$ cat config.mk
export PLATFORM = sky130hd
export DESIGN_NAME = msi_ring_writer
export DESIGN_NICKNAME = d
export VERILOG_FILES = /design/src/rtl/msi_ring_pkg.sv /design/src/rtl/msi_ring_regs.sv /design/src/rtl/msi_ring_ptr.sv /design/src/rtl/msi_ring_issue.sv /design/src/rtl/msi_ring_writer.sv
export SDC_FILE = /design/constraint.sdc
export NUM_CORES = 1
export LEC_CHECK = 0
export ABC_AREA = 1
export BUFFER_PORTS_ARGS = -buffer_cell sky130_fd_sc_hd__buf_2
export CAP_MARGIN = 10
export CORE_MARGIN = 8
export CORE_UTILIZATION = 54
export CTS_CLUSTER_DIAMETER = 40
export DETAILED_ROUTE_END_ITERATION = 10
export PLACE_DENSITY = 0.92
export SLEW_MARGIN = 20
export SYNTH_ARGS = -nofsm -noshare
export SYNTH_HDL_FRONTEND = slang
export SYNTH_SLANG_ARGS = --single-unit
export TNS_END_PERCENT = 50
$ cat constraint.sdc
create_clock -name clk -period 2.95 [get_ports clk]
set_input_delay 0.295 -clock clk [delete_from_list [all_inputs] [get_ports clk]]
set_output_delay 0.295 -clock clk [all_outputs]
set_load 0.02 [all_outputs]
$ cat src/rtl/msi_ring_pkg.sv
package msi_ring_pkg;

    localparam int CB_AW     = 3;
    localparam int CB_DW     = 32;
    localparam int MSG_W     = 32;
    localparam int MEM_AW    = 64;
    localparam int MEM_DW    = 128;
    localparam int REC_BYTES = 16;
    localparam int SZ_W      = 2;
    localparam int MIN_SHIFT = 15;
    localparam int OFF_W     = MIN_SHIFT + (1 << SZ_W) - 1;

    localparam logic [CB_AW-1:0] REG_CTRL    = 3'd0;
    localparam logic [CB_AW-1:0] REG_BASE_HI = 3'd3;
    localparam logic [CB_AW-1:0] REG_BASE_LO = 3'd4;
    localparam logic [CB_AW-1:0] REG_CONS    = 3'd5;
    localparam logic [CB_AW-1:0] REG_PROD    = 3'd6;

    localparam int B_RUN   = 0;
    localparam int B_FDET  = 1;
    localparam int B_IRQ   = 3;
    localparam int B_STALL = 4;
    localparam int B_SZ    = 8;
    localparam int B_OVF   = 16;

    localparam logic [SZ_W-1:0] SZ_MAX = '1;

    typedef struct packed {
        logic [SZ_W-1:0] size_code;
        logic            stall_full;
        logic            irq_en;
        logic            full_det;
        logic            run;
    } ctrl_t;

    typedef struct packed {
        logic [MEM_AW-1:0] addr;
        logic [MEM_DW-1:0] data;
    } rec_req_t;

    function automatic logic [OFF_W-1:0] off_mask(input logic [SZ_W-1:0] code);
        logic [OFF_W-1:0] m;
        m = {OFF_W{1'b1}} >> (SZ_MAX - code);
        return m & ~OFF_W'(REC_BYTES - 1);
    endfunction

    function automatic ctrl_t ctrl_from_word(input logic [CB_DW-1:0] w);
        ctrl_t c;
        c.run        = w[B_RUN];
        c.full_det   = w[B_FDET];
        c.irq_en     = w[B_IRQ];
        c.stall_full = w[B_STALL];
        c.size_code  = w[B_SZ +: SZ_W];
        return c;
    endfunction

    function automatic logic [CB_DW-1:0] ctrl_to_word(input ctrl_t c, input logic ovf);
        logic [CB_DW-1:0] w;
        w               = '0;
        w[B_RUN]        = c.run;
        w[B_FDET]       = c.full_det;
        w[B_IRQ]        = c.irq_en;
        w[B_STALL]      = c.stall_full;
        w[B_SZ +: SZ_W] = c.size_code;
        w[B_OVF]        = ovf;
        return w;
    endfunction

endpackage

$ cat src/rtl/msi_ring_regs.sv
module msi_ring_regs
    import msi_ring_pkg::*;
(
    input  logic                clk,
    input  logic                rst,
    input  logic                cb_we,
    input  logic [CB_AW-1:0]    cb_addr,
    input  logic [CB_DW-1:0]    cb_wdata,
    output logic [CB_DW-1:0]    cb_rdata,
    input  logic                ovf_set,
    input  logic [OFF_W-1:0]    prod_off,
    output ctrl_t               ctrl,
    output logic [MEM_AW-1:0]   base,
    output logic [OFF_W-1:0]    cons_off
);

    ctrl_t              ctrl_q;
    logic [CB_DW-1:0]   base_hi_q;
    logic [CB_DW-1:0]   base_lo_q;
    logic [OFF_W-1:0]   cons_q;
    logic               ovf_q;
    logic               wr_ctrl;

    assign wr_ctrl = cb_we && (cb_addr == REG_CTRL);

    always_ff @(posedge clk) begin
        if (rst) begin
            ctrl_q    <= '0;
            base_hi_q <= '0;
            base_lo_q <= '0;
            cons_q    <= '0;
        end else if (cb_we) begin
            case (cb_addr)
                REG_CTRL:    ctrl_q    <= ctrl_from_word(cb_wdata);
                REG_BASE_HI: base_hi_q <= cb_wdata;
                REG_BASE_LO: base_lo_q <= cb_wdata;
                REG_CONS:    cons_q    <= cb_wdata[OFF_W-1:0] & off_mask(ctrl_q.size_code);
                default:     ;
            endcase
        end
    end

    // sticky overflow: a new drop wins over a clear in the same cycle
    always_ff @(posedge clk) begin
        if (rst)
            ovf_q <= 1'b0;
        else if (ovf_set)
            ovf_q <= 1'b1;
        else if (wr_ctrl && cb_wdata[B_OVF])
            ovf_q <= 1'b0;
    end

    always_comb begin
        case (cb_addr)
            REG_CTRL:    cb_rdata = ctrl_to_word(ctrl_q, ovf_q);
            REG_BASE_HI: cb_rdata = base_hi_q;
            REG_BASE_LO: cb_rdata = base_lo_q;
            REG_CONS:    cb_rdata = CB_DW'(cons_q & off_mask(ctrl_q.size_code));
            REG_PROD:    cb_rdata = CB_DW'(prod_off);
            default:     cb_rdata = '0;
        endcase
    end

    assign ctrl     = ctrl_q;
    assign base     = {base_hi_q, base_lo_q};
    assign cons_off = cons_q;

endmodule

$ cat src/rtl/msi_ring_ptr.sv
module msi_ring_ptr
    import msi_ring_pkg::*;
(
    input  logic              clk,
    input  logic              rst,
    input  ctrl_t             ctrl,
    input  logic [OFF_W-1:0]  cons_off,
    input  logic              advance,
    output logic [OFF_W-1:0]  prod_off,
    output logic              full,
    output logic              nonempty
);

    logic [OFF_W-1:0] mask;
    logic [OFF_W-1:0] prod_q;
    logic [OFF_W-1:0] prod_m;
    logic [OFF_W-1:0] cons_m;
    logic [OFF_W-1:0] prod_next;

    assign mask      = off_mask(ctrl.size_code);
    assign prod_m    = prod_q & mask;
    assign cons_m    = cons_off & mask;
    assign prod_next = (prod_m + OFF_W'(REC_BYTES)) & mask;

    always_ff @(posedge clk) begin
        if (rst)
            prod_q <= '0;
        else if (advance)
            prod_q <= prod_next;
    end

    assign prod_off = prod_m;
    assign full     = ctrl.full_det && (prod_next == cons_m);
    assign nonempty = (prod_m != cons_m);

endmodule

$ cat src/rtl/msi_ring_issue.sv
module msi_ring_issue
    import msi_ring_pkg::*;
(
    input  logic               clk,
    input  logic               rst,
    input  ctrl_t              ctrl,
    input  logic               full,
    input  logic [MEM_AW-1:0]  base,
    input  logic [OFF_W-1:0]   prod_off,
    input  logic               msg_valid,
    input  logic [MSG_W-1:0]   msg_data,
    output logic               msg_ready,
    output logic               mem_req_valid,
    input  logic               mem_req_ready,
    output logic [MEM_AW-1:0]  mem_req_addr,
    output logic [MEM_DW-1:0]  mem_req_data,
    output logic               advance,
    output logic               ovf_set
);

    logic      pend_q;
    rec_req_t  req_q;
    logic      take;
    logic      store;

    assign msg_ready = ctrl.run && !pend_q && !(full && ctrl.stall_full);
    assign take      = msg_valid && msg_ready;
    assign store     = take && !full;
    assign ovf_set   = take && full;
    assign advance   = pend_q && mem_req_ready;

    always_ff @(posedge clk) begin
        if (rst) begin
            pend_q <= 1'b0;
            req_q  <= '0;
        end else begin
            if (store) begin
                pend_q     <= 1'b1;
                req_q.addr <= base + {{(MEM_AW-OFF_W){1'b0}}, prod_off};
                req_q.data <= {{(MEM_DW-MSG_W){1'b0}}, msg_data};
            end else if (advance) begin
                pend_q <= 1'b0;
            end
        end
    end

    assign mem_req_valid = pend_q;
    assign mem_req_addr  = req_q.addr;
    assign mem_req_data  = req_q.data;

endmodule

$ cat src/rtl/msi_ring_writer.sv
module msi_ring_writer
    import msi_ring_pkg::*;
(
    input  logic               clk,
    input  logic               rst,
    input  logic               cb_we,
    input  logic [CB_AW-1:0]   cb_addr,
    input  logic [CB_DW-1:0]   cb_wdata,
    output logic [CB_DW-1:0]   cb_rdata,
    input  logic               msg_valid,
    input  logic [MSG_W-1:0]   msg_data,
    output logic               msg_ready,
    output logic               mem_req_valid,
    input  logic               mem_req_ready,
    output logic [MEM_AW-1:0]  mem_req_addr,
    output logic [MEM_DW-1:0]  mem_req_data,
    output logic               irq_out
);

    ctrl_t              ctrl_w;
    logic [MEM_AW-1:0]  base_w;
    logic [OFF_W-1:0]   cons_w;
    logic [OFF_W-1:0]   prod_w;
    logic               full_w;
    logic               nonempty_w;
    logic               advance_w;
    logic               ovf_set_w;

    msi_ring_regs u_regs (
        .clk      (clk),
        .rst      (rst),
        .cb_we    (cb_we),
        .cb_addr  (cb_addr),
        .cb_wdata (cb_wdata),
        .cb_rdata (cb_rdata),
        .ovf_set  (ovf_set_w),
        .prod_off (prod_w),
        .ctrl     (ctrl_w),
        .base     (base_w),
        .cons_off (cons_w)
    );

    msi_ring_ptr u_ptr (
        .clk      (clk),
        .rst      (rst),
        .ctrl     (ctrl_w),
        .cons_off (cons_w),
        .advance  (advance_w),
        .prod_off (prod_w),
        .full     (full_w),
        .nonempty (nonempty_w)
    );

    msi_ring_issue u_issue (
        .clk           (clk),
        .rst           (rst),
        .ctrl          (ctrl_w),
        .full          (full_w),
        .base          (base_w),
        .prod_off      (prod_w),
        .msg_valid     (msg_valid),
        .msg_data      (msg_data),
        .msg_ready     (msg_ready),
        .mem_req_valid (mem_req_valid),
        .mem_req_ready (mem_req_ready),
        .mem_req_addr  (mem_req_addr),
        .mem_req_data  (mem_req_data),
        .advance       (advance_w),
        .ovf_set       (ovf_set_w)
    );

    assign irq_out = ctrl_w.irq_en && nonempty_w;

endmodule

==> flow_metrics.tcl, run 1 <==
set metrics [dict create \
    endpoint_kind "output port" \
    cts_max_path_buffers 2 \
    synth_area_leaders "dfxtp_1 (34%), nand2_1 (12%), nor2_1 (8.8%)" \
    antenna_found_initial 1 \
    grtUsageTotal_pct 27.8 \
    post_dp_cell_area_mm2 0.0126 \
    crit_family "simple AND/OR/NAND/NOR gates" \
    grt-ovfl-total 0 \
    dr.pass1.iters 5 \
    yosys-top-cells-count "nand2_1 (379), nor2_1 (270), inv_1 (256)" \
    core_mm2 0.0210 \
    crit_start "u_ptr.prod_q[6]" \
    power_density_mw_per_mm2 430 \
    status "finished clean" \
    rsz0062_at_grt "false" \
    drtIter0Drc 1206 \
    setup_violations 0 \
    drive_above_1_share_pct 15.4 \
    synth_area_mm2 0.0116 \
    crit_arrival_ns 2.48 \
    io_pins 299 \
    numPortBuffers 202 \
    synth-async-reset-ratio_pct 0 \
    clk_latency_ns 0.44 \
    busiest_layer "met2" \
    path_max_fanout 8 \
    hp-class "input pin to register" \
    post-route-drc-count 0 \
    n_antenna_cell 0 \
    dr_total_vias 11800 \
    cts.clk_slew.worst_paths_ns 0.08 \
    synth_edf_count 0 \
    maxCapViolations 0 \
    hp-start "msg_data[20]" \
    vias_per_cell 5.21 \
    die_h_um 162 \
    wl_um 37900 \
    syn2layout_area_growth_pct 14.4 \
    yosysMostFrequentCell "nand2_1" \
    start_util_pct 55.0 \
    die_area_mm2 0.0263 \
    htreeDepth 4 \
    cts_sinks 196 \
    cp_common_cell "nand2_1" \
    post-route-period-util_pct 94.0 \
    hold_violations 0 \
    crit_buf_inv 2 \
    fp.dieW_um 162 \
    cp_slowest_stage_delay_ns 0.49 \
    multi_input_comb_area_mm2 0.00596 \
    fin_area_mm2 0.0132 \
    leakagePower_uw 0.00668 \
    synth_top_cell_by_area "dfxtp_1" \
    ys_warn_count 0 \
    finalClockSkew_ns 0.0130 \
    ys_seq_area_share_pct 33.9 \
    max_freq_ghz 0.361 \
    synth_ff_type "dfxtp_1" \
    finalMaxSlewViolations 0 \
    start_kind "register" \
    grtUsageMet3_pct 5.42 \
    crit_slowest_cell "dfxtp_1" \
    hpwl_um 29700 \
    syn_avg_cell_area_um2 6.50 \
    seq_area_mm2 0.00393 \
    reg2reg_from "u_ptr.prod_q[6]" \
    rows 53 \
    min_period_ns 2.77 \
    max_slew_margin_pct 42.3 \
    tritoncts "yes" \
    synth.distinct_cells 47 \
    required_ns 2.65 \
    fillerInstances 1974 \
    grt.met1_usage_pct 35.3 \
    wl_per_cell_um 16.7 \
    worst-setup-path-type "register to output port" \
    postCtsHoldBufs 0 \
    drt.antenna.violating_nets 0 \
    ir_drop_v 0.000348 \
    cts_made_buffers 17 \
    nets 2067 \
    cts_root_buffer "clkbuf_16" \
    use_met2_pct 44.9 \
    ys_ff_latch 196 \
    setup_tns_ns 0 \
    yosysTopAreaCellShare_pct 33.9 \
    crit_chain "nand2_1 -> nor2_4 -> nand2_1 -> nand2_1 -> nand2_1 -> nor2_1 -> nand2_1 -> nor2_2 -> nand3_2 -> nor2_4 -> nand3_2 -> nand2_1 -> inv_1 -> buf_2" \
    syn_inst 1777 \
    tightest_slew_ns 0.864 \
    grt_max_degree 73 \
    place.gp.congestion 0.997 \
    grt_pass1_vias 11200 \
    grt_pass1_wl_um 59000 \
]
cell families (layout without fill, tap and decap cells):
kind of cell               after synthesis  after routing  synth area share, %
xor gates and xnor gates                66             66                 5.00
other                                    1             96               0.0324
and+or+nand+nor                        798            798                 28.2
buffers and inverters                  423            543                 18.0
DFF                                    196            196                 33.9
AOI/OAI and AO/OA                      277            277                 13.0
adders and majority gates               16             16                 1.80
worst register-to-register path, cell delays in order (launching register included):
cell     delay, ns
dfxtp_1       0.49
nand2_1       0.17
nor2_4        0.21
nand2_1       0.07
nand2_1       0.06
nand2_1       0.05
nor2_1        0.11
nand2_1       0.09
nor2_2        0.13
nand3_2       0.12
nor2_4        0.15
nand2_1       0.12
nand4_4       0.25
buf_4         0.36
nand2_1       0.12
nand2_1       0.07
nor2_1        0.04
layout make-up:
| cell class | instances | share of cell area (%) |
|---|---|---|
| clock inverters | 13 | 1.05 |
| well taps | 275 | 2.60 |
| inverters | 258 | 7.34 |
| clock buffers | 19 | 3.27 |
| flip-flops and latches | 196 | 29.7 |
| multi-input cells | 1253 | 45.1 |
| repair buffers | 253 | 10.9 |
layer usage:
layer  vias up  part of all wire [%]
met5         -                 0.037
met4         2                   3.9
met3       103                   8.7
met2       589                    45
met1      5308                    42
li1       5800                     -
timing repair:
item,4_1_cts,5_1_grt
gates resized for setup,2,14
cloned,0,0
pin swaps,1,2
endpoints found under the setup margin,1,96
setup buffers,0,1
cells in the final DEF, fill, tap and decap left out, types with 17 or more instances in the layout:
cell and n:
nand2_1 377, nand3_1 64, xor2_1 58, o21ai_0 103, nor2_1 267, conb_1 96
buf_4 47, buf_2 202, o22ai_1 26, a21oi_1 119, clkbuf_16 17, dfxtp_1 192
nor3_1 39, inv_1 255, nand4_1 22
worst paths after layout:
kind                              end  slack (ns)  cells after the start
max                         msg_ready        0.18                     14
min          u_issue.mem_req_data[20]        0.07                      3
max reg2reg   u_issue.mem_req_data[0]        0.26                     16
min reg2reg       u_regs.cons_off[17]        0.47                      2
per-stage QoR:
step | setup WS (ns) | std cells | utilization, % | hold slack, ns | power [uW]
CTS | 0.00338 | 2266 | 62.6 | 0.0528 | 5700
global route | 0.00494 | 2267 | 62.9 | 0.0644 | 5890
global placement | 0.180 | 2234 | 59.9 | 0.451 | 3440
detailed placement | 0.0597 | 2234 | 59.9 | 0.455 | 3450
finish | 0.177 | 2267 | 62.9 | 0.0701 | 5690
floorplan | 0.526 | 1872 | - | 0.373 | 3340
sequential cells by signal, indices dropped and copies added (netlist names):
name and cells:
u_regs.base_hi_q 32, u_regs.cons_off 14, u_regs.ovf_q 1, u_issue.mem_req_data 32
u_issue.mem_req_valid 1, u_regs.ctrl 6, u_ptr.prod_q 14, u_regs.base_lo_q 32
u_issue.mem_req_addr 64
report_power, final:
| group | leakage, uW | internal, uW | switching [uW] |
|---|---|---|---|
| clock | 0.000271 | 1130 | 1150 |
| combinational | 0.00482 | 172 | 468 |
| sequential | 0.00159 | 2720 | 53.2 |
| total | 0.00668 | 4020 | 1670 |
No activity file was read; power rests on OpenSTA's default activity.
==> inputs of run 2 (changes only) <==
- CORE_UTILIZATION: 54 -> 55
- SYNTH_HIERARCHICAL: not set -> 1
==> flow_metrics.tcl, run 2 <==
set metrics [dict create \
    status "finished clean" \
    largest_reg_flops 64 \
    post-route-period-util_pct 95.8 \
    p_int_uw 4200 \
    grt_max_degree 77 \
    grt_pass1_vias 12800 \
    max_slew_margin_pct 45.5 \
    cts.clk_slew.worst_paths_ns 0.07 \
    min_period_ns 2.83 \
    antenna_found_initial 0 \
    endpoint_kind "register" \
    fillerInstances 2153 \
    postCtsHoldBufs 0 \
    p_clk_share_pct 42.4 \
    p_switching_uw 1720 \
    post-route-drc-count 0 \
    maxCapViolations 0 \
    start_kind "register" \
    worst-setup-path-type "register to register" \
    clk_latency_ns 0.44 \
    hold_ws_ns 0.0808 \
    placed_cells 2472 \
    syn2layout_area_growth_pct 12.7 \
    cp_common_cell "nand2_1" \
    cts_root_buffer "clkbuf_16" \
    final_common_cell "nand2_1" \
    cts_max_path_buffers 2 \
    die_area_mm2 0.0283 \
    grt_pass1_wl_um 69500 \
    seqPwrFrac_pct 46.9 \
    setup_violations 0 \
    wl_per_cell_um 18.2 \
    start_util_pct 56.1 \
    max_freq_ghz 0.354 \
    numPortBuffers 202 \
    nets 2307 \
    vias_per_cell 5.57 \
    grtUsageTotal_pct 30.6 \
    drive_above_1_share_pct 14.7 \
    crit_buf_inv 4 \
    multi_input_comb_area_mm2 0.00692 \
    tightest_slew_ns 0.817 \
    final_cell_mix "nand2_1 (549), inv_1 (288), buf_2 (202), nand3_1 (201), nor2_1 (194)" \
    tritoncts "yes" \
    post_dp_cell_area_mm2 0.0135 \
    crit_chain "buf_4 -> nand2_1 -> nor2_4 -> buf_4 -> nand2_1 -> nand2_1 -> nand2_1 -> nand2_1 -> nor2_1 -> nand3_1 -> nor2_1 -> nand3_1 -> nor2_2 -> nand2_1 -> nand2_1 -> nor2_2 -> nand2_2 -> nor2_8 -> inv_2 -> buf_12 -> nor2_1 -> nor2_1" \
    pwr-share-comb_pct 10.7 \
    crit_arrival_ns 3.16 \
    hpwl_um 34800 \
    fin_area_mm2 0.0144 \
    die_h_um 168 \
    required_ns 3.28 \
    power_density_mw_per_mm2 412 \
    finalClockSkew_ns 0.0167 \
    cts_made_buffers 17 \
    fin_cells 2513 \
    ir_drop_v 0.000337 \
    crit_family "simple AND/OR/NAND/NOR gates" \
    cp_slowest_stage_delay_ns 0.35 \
    finalMaxSlewViolations 0 \
    p_total_uw 5920 \
    drt.antenna.violating_nets 0 \
    leakagePower_uw 0.00718 \
    core_mm2 0.0227 \
    cts_sinks 196 \
    crit_slowest_cell "dfxtp_2" \
    htreeDepth 4 \
    place.gp.congestion 1.04 \
    hp-class "input pin to register" \
    rows 55 \
    ys_warn_count 6 \
    io_pins 299 \
    hold_violations 0 \
    syn_avg_cell_area_um2 6.25 \
    syn_inst 2039 \
    grt-ovfl-total 0 \
    seq_area_mm2 0.00394 \
    switching_share_pct 29.0 \
    dr.pass1.iters 7 \
    n_antenna_cell 0 \
    dr_total_vias 14000 \
    drtIter0Drc 1976 \
    synth_area_mm2 0.0127 \
    wl_um 45700 \
    fp.dieW_um 168 \
    path_max_fanout 52 \
]
==> run 2: what timing repair did <==
action,4_1_cts,5_1_grt
buffers inserted,0,6
endpoints found under the setup margin,0,97
gates resized for setup,0,19
==> run 2: final timing paths <==
check | cells after the start | from | endpoint | slack (ns)
setup / recovery | 22 | u_ptr/prod_q[4] | u_issue/mem_req_addr[0] | 0.12
hold / removal | 3 | msg_data[28] | u_issue/mem_req_data[28] | 0.08
setup reg to reg | 22 | u_ptr/prod_q[4] | u_issue/mem_req_addr[0] | 0.12
hold reg to reg | 2 | u_regs/ovf_q | u_regs/ovf_q | 0.47
==> run 2: per-stage QoR <==
step / setup TNS (ns) / util (%) / setup WS (ns)
6_report: 0 / 63.2 / 0.123
5_1_grt: -0.491 / 63.2 / -0.0267
4_1_cts: 0 / 62.4 / 0.141
3_5_place_dp: 0 / 59.7 / 0.173
3_3_place_gp: 0 / 59.7 / 0.268
2_1_floorplan: 0 / - / 0.194
==> run 2: area by class of cell <==
class | instances | area share, %
multi-input cells | 1467 | 48.2
flip-flops and latches | 196 | 27.4
repair buffers | 240 | 9.94
inverters | 293 | 7.66
clock buffers | 18 | 3.06
well taps | 285 | 2.48
clock inverters | 14 | 1.29
==> run 2: metal layers <==
layer | vias up | GRT usage (%) | share of wire, %
met5 | - | 0 | 0
met1 | 6344 | 41.6 | 41
met2 | 976 | 48.8 | 44
li1 | 6589 | - | -
met4 | 0 | 8.11 | 2.0
met3 | 95 | 5.92 | 13
==> run 2: worst reg2reg max path, delay by kind of cell, from the launching register on <==
family | cells | cell delay (ns)
buf+inv | 4 | 0.61
flops | 1 | 0.35
simple gates | 18 | 1.75
==> run 2: power by group through the flow <==
| stage | Combinational [uW] | Sequential, uW | Clock (uW) |
|---|---|---|---|
| detailed placement | 601 | 2840 | 0 |
| global route | 683 | 2780 | 2630 |
| global placement | 595 | 2830 | 0 |
| floorplan | 471 | 2850 | 0 |
| CTS | 604 | 2780 | 2520 |
| finish | 634 | 2780 | 2510 |
==> inputs of run 3 (changes only) <==
- CORE_ASPECT_RATIO: not set -> 1.2
- CORE_UTILIZATION: 55 -> 56
- CTS_BUF_LIST: not set -> sky130_fd_sc_hd__clkbuf_8
- PLACE_DENSITY: 0.92 -> 0.94
==> flow_metrics.tcl, run 3 (same netlist as run 2, synthesis figures left out) <==
set metrics [dict create \
    post-route-drc-count 0 \
    crit_arrival_ns 2.52 \
    switching_share_pct 32.5 \
    required_ns 2.65 \
    worst-setup-path-type "register to output port" \
    leakagePower_uw 0.00711 \
    status "finished clean" \
    pre_cts_slack_ns 0.152 \
    finalMaxSlewViolations 0 \
    reg2reg_from "u_ptr/prod_q[10]" \
    die_h_um 181 \
    syn2layout_area_growth_pct 11.7 \
    vias_per_cell 5.52 \
    grtUsageTotal_pct 31.1 \
    power_density_mw_per_mm2 370 \
    nets 2318 \
    hp-class "input pin to register" \
    clk_latency_ns 0.50 \
    hp-start "msg_data[28]" \
    final_common_cell "nand2_1" \
    io_pins 299 \
    start_util_pct 57.0 \
    cts.clk_slew.worst_paths_ns 0.12 \
    ir_drop_v 0.000277 \
    cts_root_buffer "clkbuf_8" \
    hold_violations 0 \
    largest_reg_flops 64 \
    antenna_found_initial 1 \
    min_period_ns 2.82 \
    setup_violations 0 \
    placed_cells 2469 \
    pwr-share-comb_pct 12.2 \
    core_mm2 0.0224 \
    endpoint_kind "output port" \
    maxCapViolations 0 \
    grt_pass1_wl_um 69400 \
    final_cell_mix "nand2_1 (549), inv_1 (289), buf_2 (202), nand3_1 (201), nor2_1 (196)" \
    hpwl_um 35200 \
    setup_tns_ns 0 \
    start_kind "register" \
    use_met2_pct 52.4 \
    cts_sinks 196 \
    p_clk_share_pct 34.9 \
    max_slew_margin_pct 51.8 \
    drt.antenna.violating_nets 0 \
    p_int_uw 3550 \
    p_switching_uw 1710 \
    post-route-period-util_pct 95.6 \
    cts_made_buffers 17 \
    rsz0062_at_grt "true" \
    place.gp.congestion 1.03 \
    numPortBuffers 202 \
    crit_start "u_ptr/prod_q[10]" \
    tritoncts "yes" \
    drtIter0Drc 1759 \
    grt_pass1_vias 13000 \
    fillerInstances 2098 \
    max_freq_ghz 0.355 \
    tightest_slew_ns 0.722 \
    wl_um 45300 \
    finalClockSkew_ns 0.0253 \
    seqPwrFrac_pct 53.0 \
    drive_above_1_share_pct 14.2 \
    finalWorstSetupSlack_ns 0.131 \
    path_max_fanout 5 \
    dr_total_vias 13900 \
    grt.met1_usage_pct 36.9 \
    htreeDepth 4 \
    busiest_layer "met2" \
    rows 60 \
    fp.dieW_um 154 \
    grt_max_degree 89 \
    grtUsageMet3_pct 5.94 \
    fin_cells 2518 \
    wl_per_cell_um 18.0 \
    grt-ovfl-total 0 \
    die_area_mm2 0.0279 \
    cts_max_path_buffers 2 \
    n_antenna_cell 0 \
    dr.pass1.iters 6 \
]
-- run 3: cell count changes in the layout (fill, tap and decap cells not counted), sizes merged --
cell / before / now
dlygate4sd3: 0 / 14
bufinv: 2 / 0
clkbuf: 21 / 18
clkinv: 5 / 7
clkinvlp: 0 / 1
buf: 237 / 236
-- run 3: final cells by class --
cell class | instances | area [um2] | share of cell area (%)
Multi-Input combinational cell | 1467 | 6910 | 48.6
Tap cell | 279 | 349 | 2.45
Inverter | 293 | 1100 | 7.76
Clock buffer | 17 | 234 | 1.64
Clock inverter | 15 | 188 | 1.32
Timing Repair Buffer | 251 | 1510 | 10.6
Sequential cell | 196 | 3930 | 27.6
-- run 3: timing repair --
| action | CTS | global route |
|---|---|---|
| endpoints found under the setup margin | 0 | 78 |
| gates resized for setup | 0 | 15 |
| hold buffers | 14 | 0 |
| hold endpoints to repair | 14 | 0 |
| setup buffers | 0 | 2 |
-- run 3: critical path, cell delays in order, from the launching register on --
cell and delay, ns:
dfxtp_1 0.42, buf_4 0.16, nand2_1 0.05, nor2_1 0.18
nand2_2 0.12, nor2_4 0.13, xor2_1 0.19, nand3_1 0.10
nor2_1 0.09, nand3_1 0.08, nor2_1 0.15, nand2_1 0.08
nand2_1 0.08, nor2_2 0.05, buf_2 0.18
-- run 3: path summary, 6_finish.rpt --
| check | end | slack, ns | cells past startpoint |
|---|---|---|---|
| setup reg to reg | u_issue/mem_req_addr[44] | 0.16 | 20 |
| hold / removal | u_issue/mem_req_data[28] | 0.02 | 3 |
| hold reg to reg | u_regs/ovf_q | 0.49 | 2 |
| setup / recovery | msg_ready | 0.13 | 14 |
-- run 3: routing by layer --
metal | share of wire, % | wire [um]
met5 | 0.029 | 13
met4 | 5.1 | 2290
met3 | 10 | 4710
met2 | 47 | 21100
met1 | 38 | 17200
-- run 3: power groups by stage --
stage                     Combinational [uW]  Clock, uW  Sequential [uW]
after floorplan                          471          0             2850
after global placement                   591          0             2840
after detailed placement                 599          0             2840
after CTS                                616       1860             2780
after global routing                     692       1940             2790
final                                    640       1830             2790
-- run 3: metrics by stage --
| stage | util [%] | instance area (um2) | hold WS (ns) | total power (uW) |
|---|---|---|---|---|
| floorplan | - | 13100 | 0.364 | 3330 |
| global placement | 60.7 | 13600 | 0.451 | 3430 |
| detailed placement | 60.7 | 13600 | 0.466 | 3440 |
| CTS | 63.2 | 14100 | 0.000868 | 5260 |
| global route | 63.6 | 14200 | 0.0153 | 5430 |
| finish | 63.6 | 14200 | 0.0245 | 5260 |
